**src/rtl/uart_irq_ident.sv**
```systemverilog
module uart_irq_ident #(
  parameter int LVL_W     = 5,
  parameter int TMO_CHARS = 4
) (
  input  logic             clk,
  input  logic             rst_n,
  input  logic             en_rx_data,
  input  logic             en_tx_empty,
  input  logic             en_line,
  input  logic             en_modem,
  input  logic             fifo_mode,
  input  logic [1:0]       trig_code,
  input  logic [LVL_W-1:0] rx_level,
  input  logic             rx_push,
  input  logic             rx_pop,
  input  logic             char_tick,
  input  logic [3:0]       line_flags,
  input  logic             tx_empty,
  input  logic             tx_load,
  input  logic             iir_rd,
  input  logic [3:0]       modem_delta,
  input  logic             afe_en,
  output logic [7:0]       iir,
  output logic             irq
);
  localparam int CW = $clog2(TMO_CHARS + 1);
  localparam logic [CW-1:0] TMO_LAST = CW'(TMO_CHARS);

  logic [LVL_W-1:0] thr;
  always_comb begin
    case (trig_code)
      2'd0:    thr = LVL_W'(1);
      2'd1:    thr = LVL_W'(4);
      2'd2:    thr = LVL_W'(8);
      default: thr = LVL_W'(14);
    endcase
  end

  wire lvl_nz = (rx_level != '0);
  wire rx_hit = fifo_mode ? (rx_level >= thr) : lvl_nz;

  logic [CW-1:0] idle_cnt;
  wire rx_active = rx_push | rx_pop | !lvl_nz | !fifo_mode;

  always_ff @(posedge clk or negedge rst_n) begin
    if (!rst_n)                                idle_cnt <= '0;
    else if (rx_active)                        idle_cnt <= '0;
    else if (char_tick && idle_cnt != TMO_LAST) idle_cnt <= idle_cnt + 1'b1;
  end

  wire tmo_hit = fifo_mode && lvl_nz && (idle_cnt == TMO_LAST);

  logic arm_q, thre_q;
  wire  arm      = tx_empty & en_tx_empty;
  wire  arm_rise = arm & ~arm_q;

  always_ff @(posedge clk or negedge rst_n) begin
    if (!rst_n) begin
      arm_q  <= 1'b0;
      thre_q <= 1'b0;
    end else begin
      arm_q <= arm;
      if (tx_load)       thre_q <= 1'b0;
      else if (arm_rise) thre_q <= 1'b1;
      else if (iir_rd)   thre_q <= 1'b0;
    end
  end

  wire src_line  = en_line & (|line_flags);
  wire src_rx    = en_rx_data & rx_hit;
  wire src_tmo   = en_rx_data & tmo_hit;
  wire src_tx    = en_tx_empty & thre_q;
  wire src_modem = en_modem & ((|modem_delta[3:1]) | (modem_delta[0] & ~afe_en));

  logic [2:0] intid;
  always_comb begin
    if (src_line)     intid = 3'd3;
    else if (src_rx)  intid = 3'd2;
    else if (src_tmo) intid = 3'd6;
    else if (src_tx)  intid = 3'd1;
    else              intid = 3'd0;
  end

  assign irq = src_line | src_rx | src_tmo | src_tx | src_modem;
  assign iir = {fifo_mode ? 2'b11 : 2'b00, 2'b00, intid, ~irq};

  assert_quiet_when_disabled_R2: assert property (@(posedge clk) disable iff (!rst_n)
    (!en_rx_data && !en_tx_empty && !en_line && !en_modem) |-> (iir[0] && !irq));

  assert_line_first_R3: assert property (@(posedge clk) disable iff (!rst_n)
    (en_line && line_flags != 4'd0) |-> (iir[3:1] == 3'd3));

  assert_no_timeout_when_empty_R6: assert property (@(posedge clk) disable iff (!rst_n)
    (rx_level == '0) |-> (iir[3:1] != 3'd6));

  assert_load_clears_R7: assert property (@(posedge clk) disable iff (!rst_n)
    tx_load |=> (iir[3:1] != 3'd1));

  assert_read_clears_R7: assert property (@(posedge clk) disable iff (!rst_n)
    (iir_rd && !arm_rise) |=> !thre_q);

  assert_mode_bits_R9: assert property (@(posedge clk) disable iff (!rst_n)
    (iir[7:6] == {2{fifo_mode}}) && (iir[5:4] == 2'b00));

  assert_line_matches_bit_R10: assert property (@(posedge clk) disable iff (!rst_n)
    irq != iir[0]);
endmodule

```
**config.mk**
```make
export PLATFORM = sky130hd
export DESIGN_NAME = uart_irq_ident
export DESIGN_NICKNAME = d
export VERILOG_FILES = /design/src/rtl/uart_irq_ident.sv
export SDC_FILE = /design/constraint.sdc
export NUM_CORES = 1
export LEC_CHECK = 0
export BUFFER_PORTS_ARGS = -buffer_cell sky130_fd_sc_hd__buf_2
export CORE_UTILIZATION = 39
export DETAILED_ROUTE_END_ITERATION = 12
export GPL_ROUTABILITY_DRIVEN = 0
export GPL_TIMING_DRIVEN = 0
export PLACE_DENSITY = 0.78
export SYNTH_ARGS = -nofsm -noshare
export SYNTH_HDL_FRONTEND = slang
export SYNTH_SLANG_ARGS = --single-unit
```
**constraint.sdc**
```tcl
create_clock -name clk -period 1.32 [get_ports clk]
set_input_delay 0.066 -clock clk [delete_from_list [all_inputs] [get_ports clk]]
set_output_delay 0.066 -clock clk [all_outputs]
set_load 0.1 [all_outputs]
```
==> out/results.txt, run 1 <==
Die area = 0.001485 sq mm
Post-Synth XOR/XNOR Area = 0.01683
LEAKAGE = 0.4668 nW
Filler Cells Inserted = 76
TritonCTS Buffers = 3
Synthesis-to-finish area growth = 81.97%
Number of buffers on the longest clock path = 2
Pins over their slew limit = 0
H-tree depth = 1
Clock transition at path regs = 40 ps
Layout cells sized above 1 = 0.5660
Grt ovf = 0
Synth async-reset ratio = 1.000
Synthesized cell area = 520.5 sq um
Post-Synth Simple-Gate Area = 0.2957
GRT met1 Usage = 0.2554
CP cell instances = inv_2, ha_4, and3_4, nand3_4, nand3_1, o21ai_4, buf_12
Synth cell count leaders = ha_1, inv_1
Synth Warn # = 0
Cells taking the most area after synthesis = dfrtp_1, ha_1, buf_4, nand3_1, o211ai_2
Post-Place Setup Slack = -569.4 ps
Yosys top cell area share = 0.2404
Met2 GRT Util = 0.4042
Dominant cell type by area after synthesis = dfrtp_1
Area of the multi-input gates = 424.2 sq um
Cells after DPL = 112
Clk root buf = clkbuf_4
Yosys cell types = 26
CP Launch Type = flop
CP Data Arrival Time = 1590 ps
Main synth FF type = dfrtp_1
Die Wd = 38.53 microns
Max_slew headroom = 0.5086
Adder-Cell Fraction of Synth Area = 0.1442
Fin nets = 142
Finished Layout Cells = 120
Largest family of logic cells by synthesized area = simple AND/OR/NAND/NOR gates
Port Buf Inserts = 35
Peak supply drop = 0.5905 mV
Fin crit period = 1659 ps
Complex-gate fraction of the synthesized area = 0.1947
Antenna Nets Post-Route = 0
Drt total wl = 1519 microns
First-pass GRT wire length = 2173 microns
Delay-heaviest family, CP = simple AND/OR/NAND/NOR gates
Max-Cap Viols = 0
FF/Latch Area = 125.1 sq um
CTS tree = built
Crit Path Max Fanout = 5
Synth Instances = 62
Final core occ = 0.8088
# DRC = 0
Syn avg cell area = 8.395 sq um
Final hold vios = 0
Post-synthesis mux area share = 0
Via count = 585
Number of global-route vias before repair = 522
CP Capture Type = primary output
Initial antenna violation count = 0
Global Route met3 Usage = 0.03488
Crit share post-route = 1.257
CP required = 1250 ps
Worst Tran Pin Value = 729.1 ps
Number of flops mapped to enable cells by yosys = 0
Hold Worst Slack = 81.01 ps
Sequential-to-total area share from yosys stat = 0.2404
Most crowded layer after global routing = met2
Gr usage total = 0.2252
Pre-antenna DRT Iters = 4
Crit path buffers/inverters = 2
Outcome = complete, but fails checks
I/O Pins = 38
Largest stage delay, worst path = 350 ps
Slowest cell on the critical path = dfrtp_1
Synth Register Bits = 5
Failing checks = setup timing
DP HPWL = 988.5 microns
RSZ-0062 raised after global routing = true
CORE AREA = 0.001171 sq mm
Fmax = 602.8 MHz
PwrDens = 689.9 mW/mm^2
Pin count of the biggest net entering global routing = 8
HP Class = input pin to flop
Routed WL per cell = 12.66 microns
Final Power = 0.6534 mW
Vias per cell = 4.875
Setup Skew = 0.007522 ps
Critical path type = flop to primary output
Clock Sink Count = 5
Setup ws final = -339.0 ps
Die Y = 38.53 microns
Drt initial violations = 4
Num rows = 12
Worst-skew pair later-pin latency = 230 ps
Ant diodes = 0
Final setup fails = 5
Initial Utilization = 0.4444
-- flip-flops by register name (all words and copies together) (netlist names) --
| name | flops |
|---|---|
| idle_cnt | 3 |
| arm_q | 1 |
| thre_q | 1 |
-- layer usage --
layer	up-vias	wire length [microns]	part of all wire
met5	-	0	0
met3	0	42	0.028
met2	17	872	0.57
li1	300	-	-
met1	268	604	0.40
met4	0	0	0
-- cell usage in the layout, fill, tap and decap left out, types with 2 or more instances in the layout --
cell | synthesis | final
buf_4 | 4 | 6
dfrtp_1 | 5 | 5
nand3_1 | 5 | 3
nand2_1 | 5 | 5
a21oi_1 | 3 | 3
nor2_1 | 5 | 4
inv_2 | 0 | 2
clkbuf_4 | 0 | 3
nand2b_1 | 2 | 2
conb_1 | 1 | 2
ha_1 | 6 | 5
o211ai_2 | 2 | 2
buf_2 | 0 | 28
dlygate4sd3_1 | 0 | 2
buf_12 | 0 | 5
o21ai_0 | 2 | 2
inv_1 | 6 | 4
nor3_1 | 3 | 3
-- metrics by stage --
stage | area [sq um] | setup TNS [ps]
floorplan | 561.8 | -1639
global placement | 754.5 | -1912
detailed placement | 754.5 | -2131
CTS | 934.6 | -1265
global route | 947.2 | -1790
finish | 947.2 | -1467
-- cells by family (layout without fill, tap and decap cells) --
group / count (synthesis) / in the layout
buf+inv: 10 / 53
other cells: 1 / 2
fa+ha+maj: 6 / 6
simple gates: 27 / 27
compound gates: 12 / 12
xor+xnor: 1 / 1
flops: 5 / 5
-- area by class of cell --
type / instances / share of cell area
Multi-Input combinational cell: 48 / 0.4478
Sequential cell: 5 / 0.1321
Timing Repair Buffer: 39 / 0.3184
Inverter: 6 / 0.02378
Buffer: 4 / 0.03170
Clock buffer: 4 / 0.02774
Tap cell: 14 / 0.01849
-- what timing repair did --
| action | in CTS | in global routing |
|---|---|---|
| resized for setup | 31 | 2 |
| pin swaps | 2 | 3 |
| hold buffers | 2 | 0 |
| buffers inserted | 2 | 0 |
| endpoints found under the setup margin | 5 | 5 |
| endpoints found under the hold margin | 6 | 0 |
-- where the power goes --
| group | internal (mW) | switching [mW] | total (mW) |
|---|---|---|---|
| Clock | 0.114 | 0.0537 | 0.167 |
| Sequential | 0.158 | 0.00230 | 0.160 |
| Combinational | 0.127 | 0.198 | 0.326 |
-- path summary, 6_finish.rpt --
path / start / end / slack, ps / cells past startpoint
worst max register to register: idle_cnt[1] / idle_cnt[2] / 130 / 4
worst min register to register: arm_q / thre_q / 520 / 2
worst min-delay path: tx_empty / arm_q / 80 / 2
max in group asynchronous: rst_n / idle_cnt[2] / 1020 / 2
worst max-delay path: idle_cnt[0] / iir[1] / -340 / 7
min in group asynchronous: rst_n / arm_q / 170 / 2
No activity file was read; power rests on OpenSTA's default activity.
==> run 2, diff against run 1 <==
--- a/config.mk
+++ b/config.mk
@@ -11,6 +11,7 @@
 export GPL_ROUTABILITY_DRIVEN = 0
 export GPL_TIMING_DRIVEN = 0
 export PLACE_DENSITY = 0.78
+export SKIP_LAST_GASP = 1
 export SYNTH_ARGS = -nofsm -noshare
 export SYNTH_HDL_FRONTEND = slang
 export SYNTH_SLANG_ARGS = --single-unit
==> run 2 against run 1 <==
- the flow still finishes with violations (setup timing)
- setup slack better by 0.77 ps
- sequential share of layout area rose by 0.070 points
- clock skew stayed put
- critical path depth did not move
- wire length shrank 0.26%
- sequential power about the same
- non-clock buffer count stayed put
- flip-flop and latch count is the same
- fmax hardly changed
- via count rose by 0.17%
- core utilization down 0.43 points
- highest routed layer unchanged
==> out/results.txt, run 2 (same netlist as run 1, synthesis figures left out) <==
Drt total wl = 1515 microns (-0.26%)
RSZ-0062 raised after global routing = true
Cell area after layout = 942.2 sq um (-0.53%)
CP required = 1250 ps (about the same)
Setup Skew = 0.007522 ps (unchanged)
Crit share post-route = 1.256 (about the same)
Vias per cell = 4.883 (+0.17%)
Most flops, register = idle_cnt
Critical path type = flop to primary output
I/O Pins = 38 (unchanged)
CTS tree = built
Gr usage total = 0.2240 (-0.001211)
CP Launch Type = flop
Initial Utilization = 0.4444 (unchanged)
Top Registers = idle_cnt: 3 flops, arm_q: 1 flops, thre_q: 1 flops
Pin count of the biggest net entering global routing = 8 (unchanged)
FF-to-FF path depth = 4 (unchanged)
Pins over their slew limit = 0 (unchanged)
Max-Cap Viols = 0 (unchanged)
Failing checks = setup timing
Final setup fails = 5 (unchanged)
Antenna Nets Post-Route = 0 (unchanged)
Most common cell after layout, fill and taps aside = buf_2
H-tree depth = 1 (unchanged)
Die area = 0.001485 sq mm (unchanged)
Setup ws final = -338.2 ps (+0.7690 ps)
Max_slew headroom = 0.5088 (about the same)
PwrDens = 690.2 mW/mm^2 (about the same)
Clock transition at path regs = 40 ps (about the same)
Crit Path Max Fanout = 5 (unchanged)
Grt ovf = 0 (unchanged)
FF/Latch Area = 125.1 sq um (unchanged)
Layout cells sized above 1 = 0.5660 (unchanged)
Final hold vios = 0 (unchanged)
LEAKAGE = 0.4643 nW (-0.52%)
Max reg flops = 3 (unchanged)
CP Capture Type = primary output
# DRC = 0 (unchanged)
Worst Tran Pin Value = 728.8 ps (-0.3206 ps)
DP HPWL = 988.5 microns (unchanged)
CORE AREA = 0.001171 sq mm (unchanged)
Hold Path Cell Cnt = 2 (unchanged)
Post-Place Setup Slack = -569.4 ps (unchanged)
DP Area = 754.5 sq um (unchanged)
TritonCTS Buffers = 3 (unchanged)
Die Wd = 38.53 microns (unchanged)
Finished Layout Cells = 120 (unchanged)
Fin crit period = 1658 ps (-0.7690 ps)
Clock Sink Count = 5 (unchanged)
Routed WL per cell = 12.63 microns (-0.26%)
Fin nets = 142 (unchanged)
Port Buf Inserts = 35 (unchanged)
Most frequent cells in the layout = buf_2, buf_4, nand2_1, ha_1, dfrtp_1
Num rows = 12 (unchanged)
Outcome = complete, but fails checks
CP Data Arrival Time = 1590 ps (about the same)
Fmax = 603.0 MHz (about the same)
Initial antenna violation count = 0 (unchanged)
HP Class = input pin to flop
Number of buffers on the longest clock path = 2 (unchanged)
Die Y = 38.53 microns (unchanged)
Worst-skew pair later-pin latency = 230 ps (about the same)
Clk root buf = clkbuf_4
First-pass GRT wire length = 2159 microns (-0.64%)
Ant diodes = 0 (unchanged)
Hold Worst Slack = 81.01 ps (unchanged)
Final Power = 0.6503 mW (-0.49%)
Via count = 586 (+0.17%)
Cells after DPL = 112 (unchanged)
Drt initial violations = 5 (+1)
Filler Cells Inserted = 80 (+5.3%)
Area of the multi-input gates = 424.2 sq um (unchanged)
Pre-antenna DRT Iters = 4 (unchanged)
Peak supply drop = 0.5895 mV (-0.17%)
Synthesis-to-finish area growth = 81.01%
Number of global-route vias before repair = 522 (unchanged)
-- run 2: changes by cell type in the layout (fill, tap and decap cells not counted) --
cell	before	now
buf_12	5	4
buf_8	1	2
-- run 2: final timing paths --
check | from | slack, ps | endpoint
worst min-delay path | tx_empty | 80 | arm_q
worst min register to register | arm_q | 520 | thre_q
min in group asynchronous | rst_n | 170 | arm_q
worst max register to register | idle_cnt[1] | 130 | idle_cnt[2]
max in group asynchronous | rst_n | 1020 | idle_cnt[2]
worst max-delay path | idle_cnt[0] | -340 | iir[1]
-- run 2: cell type report --
type	instances	share of cell area
multi-input combinational	48	0.4502
timing repair buffer	39	0.3147
sequential	5	0.1328
buffer	4	0.03187
clock buffer	4	0.02789
inverter	6	0.02390
tap	14	0.01859
-- run 2: layer usage --
layer / part of all wire / up-vias / GRT usage
met5: 0 / - / 0
met4: 0 / 0 / 0.1034
met3: 0.028 / 0 / 0.03488
met2: 0.57 / 17 / 0.4042
met1: 0.40 / 269 / 0.2518
li1: - / 300 / -
-- run 2: power by group --
| part | switching, mW | internal (mW) | leakage, nW |
|---|---|---|---|
| combinational | 0.198 | 0.125 | 0.381 |
| clock | 0.0537 | 0.114 | 0.0150 |
| sequential | 0.00230 | 0.158 | 0.0680 |
-- run 2: what timing repair did --
| item | CTS | global route |
|---|---|---|
| hold buffers | 2 | 0 |
| setup buffers | 2 | 0 |
| gates cloned | 0 | 0 |
| pin swaps | 2 | 4 |
| setup endpoints to repair | 5 | 5 |
| gates resized for setup | 28 | 4 |
| endpoints found under the hold margin | 6 | 0 |
-- run 2: through the flow --
step	TNS, ps	utilization
after CTS	-1277	0.7874
after detailed placement	-2131	0.6442
after floorplan	-1639	-
after global routing	-1761	0.8045
final	-1406	0.8045
after global placement	-1912	0.6442
-- run 2: critical path, stage by stage (launching register included) --
cell	delay (ps)
dfrtp_1	350
inv_2	60
ha_4	150
and3_4	150
nand3_4	110
nand3_1	130
o21ai_4	200
buf_12	190
==> run 3, diff against run 2 <==
--- a/config.mk
+++ b/config.mk
@@ -6,7 +6,9 @@
 export NUM_CORES = 1
 export LEC_CHECK = 0
 export BUFFER_PORTS_ARGS = -buffer_cell sky130_fd_sc_hd__buf_2
+export CORE_MARGIN = 2
 export CORE_UTILIZATION = 39
+export CTS_CLUSTER_DIAMETER = 50
 export DETAILED_ROUTE_END_ITERATION = 12
 export GPL_ROUTABILITY_DRIVEN = 0
 export GPL_TIMING_DRIVEN = 0
==> run 3 against run 2 <==
- the flow still finishes with violations (setup timing)
- sequential share of layout area decreased by 0.16 points
- die area rose by 11%
- highest routed layer unchanged
- via count grew 0.68%
- largest power group unchanged
- core utilization is 5.3 points lower
- global-route usage decreased by 6.2 points
- critical endpoint is now iir[3]
==> out/results.txt, run 3 (same netlist as run 1, synthesis figures left out) <==
Peak supply drop = 0.5905 mV (+0.17%)
Setup Skew = 0.04785 ps (+0.04033 ps)
Initial Utilization = 0.4103 (-0.03419)
First-pass GRT wire length = 1787 microns (-17%)
CP required = 1250 ps (about the same)
Crit path buffers/inverters = 2 (unchanged)
Cells after DPL = 113 (+0.89%)
Final Power = 0.6441 mW (-0.95%)
Number of global-route vias before repair = 474 (-9.2%)
Failing checks = setup timing
Worst Tran Pin Value = 650.6 ps (-78.16 ps)
Max-Cap Viols = 0 (unchanged)
Pin count of the biggest net entering global routing = 8 (unchanged)
Drt total wl = 1355 microns (-11%)
CP Launch Type = flop
Max_slew headroom = 0.5615 (+0.05268)
Post-Place Setup Slack = -557.9 ps (+11.48 ps)
Num rows = 13 (+1)
Synthesis-to-finish area growth = 83.17%
DP HPWL = 969.7 microns (-1.9%)
Crit share post-route = 1.236 (-0.01989)
Outcome = complete, but fails checks
Via count = 590 (+0.68%)
Delay-heaviest family, CP = simple AND/OR/NAND/NOR gates
Grt ovf = 0 (unchanged)
HP Class = input pin to flop
Largest stage delay, worst path = 380 ps (+30 ps)
Die Y = 40.53 microns (+5.2%)
Fin Setup TNS = -1271 ps (+135.3 ps)
Final hold vios = 0 (unchanged)
Crit Path Max Fanout = 5 (unchanged)
Layout cells sized above 1 = 0.5794 (+0.01340)
Fin crit period = 1632 ps (-26.26 ps)
# DRC = 0 (unchanged)
CORE AREA = 0.001269 sq mm (+8.3%)
Clk root buf = clkbuf_4
Worst-skew pair later-pin latency = 230 ps (about the same)
Most common cell after layout, fill and taps aside = buf_2
CP Capture Type = primary output
Clock transition at path regs = 40 ps (about the same)
Final setup fails = 5 (unchanged)
Fin nets = 143 (+0.70%)
CP Data Arrival Time = 1570 ps (-20 ps)
Most frequent cells in the layout = buf_2, buf_4
Final core occ = 0.7515 (-0.05301)
Port Buf Inserts = 35 (unchanged)
Finished Layout Cells = 122 (+1.7%)
Drt initial violations = 8 (+3)
Slowest cell on the critical path = dfrtp_1
Number of buffers on the longest clock path = 2 (unchanged)
H-tree depth = 1 (unchanged)
Setup ws final = -312.0 ps (+26.26 ps)
Top Registers = idle_cnt: 3 flops, arm_q: 1 flops, thre_q: 1 flops
Die Wd = 40.53 microns (+5.2%)
CTS tree = built
Pre-antenna DRT Iters = 4 (unchanged)
Vias per cell = 4.836 (-0.97%)
Most flops, register = idle_cnt
Gr usage total = 0.1617 (-0.06227)
LEAKAGE = 0.4707 nW (+1.4%)
Pins over their slew limit = 0 (unchanged)
I/O Pins = 38 (unchanged)
Routed WL per cell = 11.11 microns (-12%)
RSZ-0062 raised after global routing = true
Max reg flops = 3 (unchanged)
Initial antenna violation count = 0 (unchanged)
CP cell instances = inv_2, ha_4, and3_4, nand3_4, nor3b_4, buf_12
Fmax = 612.8 MHz (+1.6%)
Critical path type = flop to primary output
Die area = 0.001643 sq mm (+11%)
Ant diodes = 0 (unchanged)
Antenna Nets Post-Route = 0 (unchanged)
PwrDens = 675.5 mW/mm^2 (-2.1%)
Clock Sink Count = 5 (unchanged)
TritonCTS Buffers = 3 (unchanged)
==> run 3: routing by layer <==
| layer | vias up | global-route usage | wire length, microns |
|---|---|---|---|
| met1 | 268 | 0.1959 | 500 |
| met3 | 0 | 0.005556 | 89 |
| met4 | 0 | 0.07500 | 0 |
| li1 | 304 | - | - |
| met2 | 18 | 0.2897 | 765 |
| met5 | - | 0 | 0 |
==> run 3: through the flow <==
stage | area [sq um] | hold WS (ps)
after CTS | 943.4 | 83.22
final | 953.4 | 89.14
after detailed placement | 755.7 | -118.7
after global placement | 755.7 | -120.5
after global routing | 953.4 | 88.22
after floorplan | 561.8 | -229.6
==> run 3: path summary, 6_finish.rpt <==
path,to,slack (ps),cells past startpoint,from
min reg2reg,thre_q,490,2,arm_q
max reg2reg,idle_cnt[0],170,7,idle_cnt[0]
min,arm_q,90,2,tx_empty
max,iir[3],-310,6,idle_cnt[0]
max in group asynchronous,thre_q,1030,2,rst_n
min in group asynchronous,idle_cnt[0],160,2,rst_n
==> run 3: worst reg2reg max path: stages, from the launching register on <==
cell	delay (ps)
dfrtp_1	350
inv_2	60
ha_4	150
buf_4	130
nand2_1	70
nand2_1	80
xnor2_1	140
nor2_1	50
==> run 3: where the power goes <==
| part | switching [mW] | total [mW] | internal, mW |
|---|---|---|---|
| Clock | 0.0528 | 0.166 | 0.114 |
| Combinational | 0.192 | 0.317 | 0.125 |
| Sequential | 0.00242 | 0.160 | 0.158 |
| Total | 0.247 | 0.644 | 0.397 |
==> run 3: cell type report <==
| cell class | instances | area [sq um] |
|---|---|---|
| Fill cell | 97 | 315.3 |
| Inverter | 6 | 22.52 |
| Multi-Input combinational cell | 48 | 421.7 |
| Tap cell | 15 | 18.77 |
| Clock buffer | 4 | 26.28 |
| Timing Repair Buffer | 40 | 309.0 |
| Sequential cell | 5 | 125.1 |
| Buffer | 4 | 30.03 |
==> run 3: repair_timing <==
item	in CTS	in global routing
hold buffers	2	0
hold endpoints to repair	6	0
buffers inserted	3	0
gates resized for setup	31	2
pin swaps	5	1
setup endpoints to repair	5	5
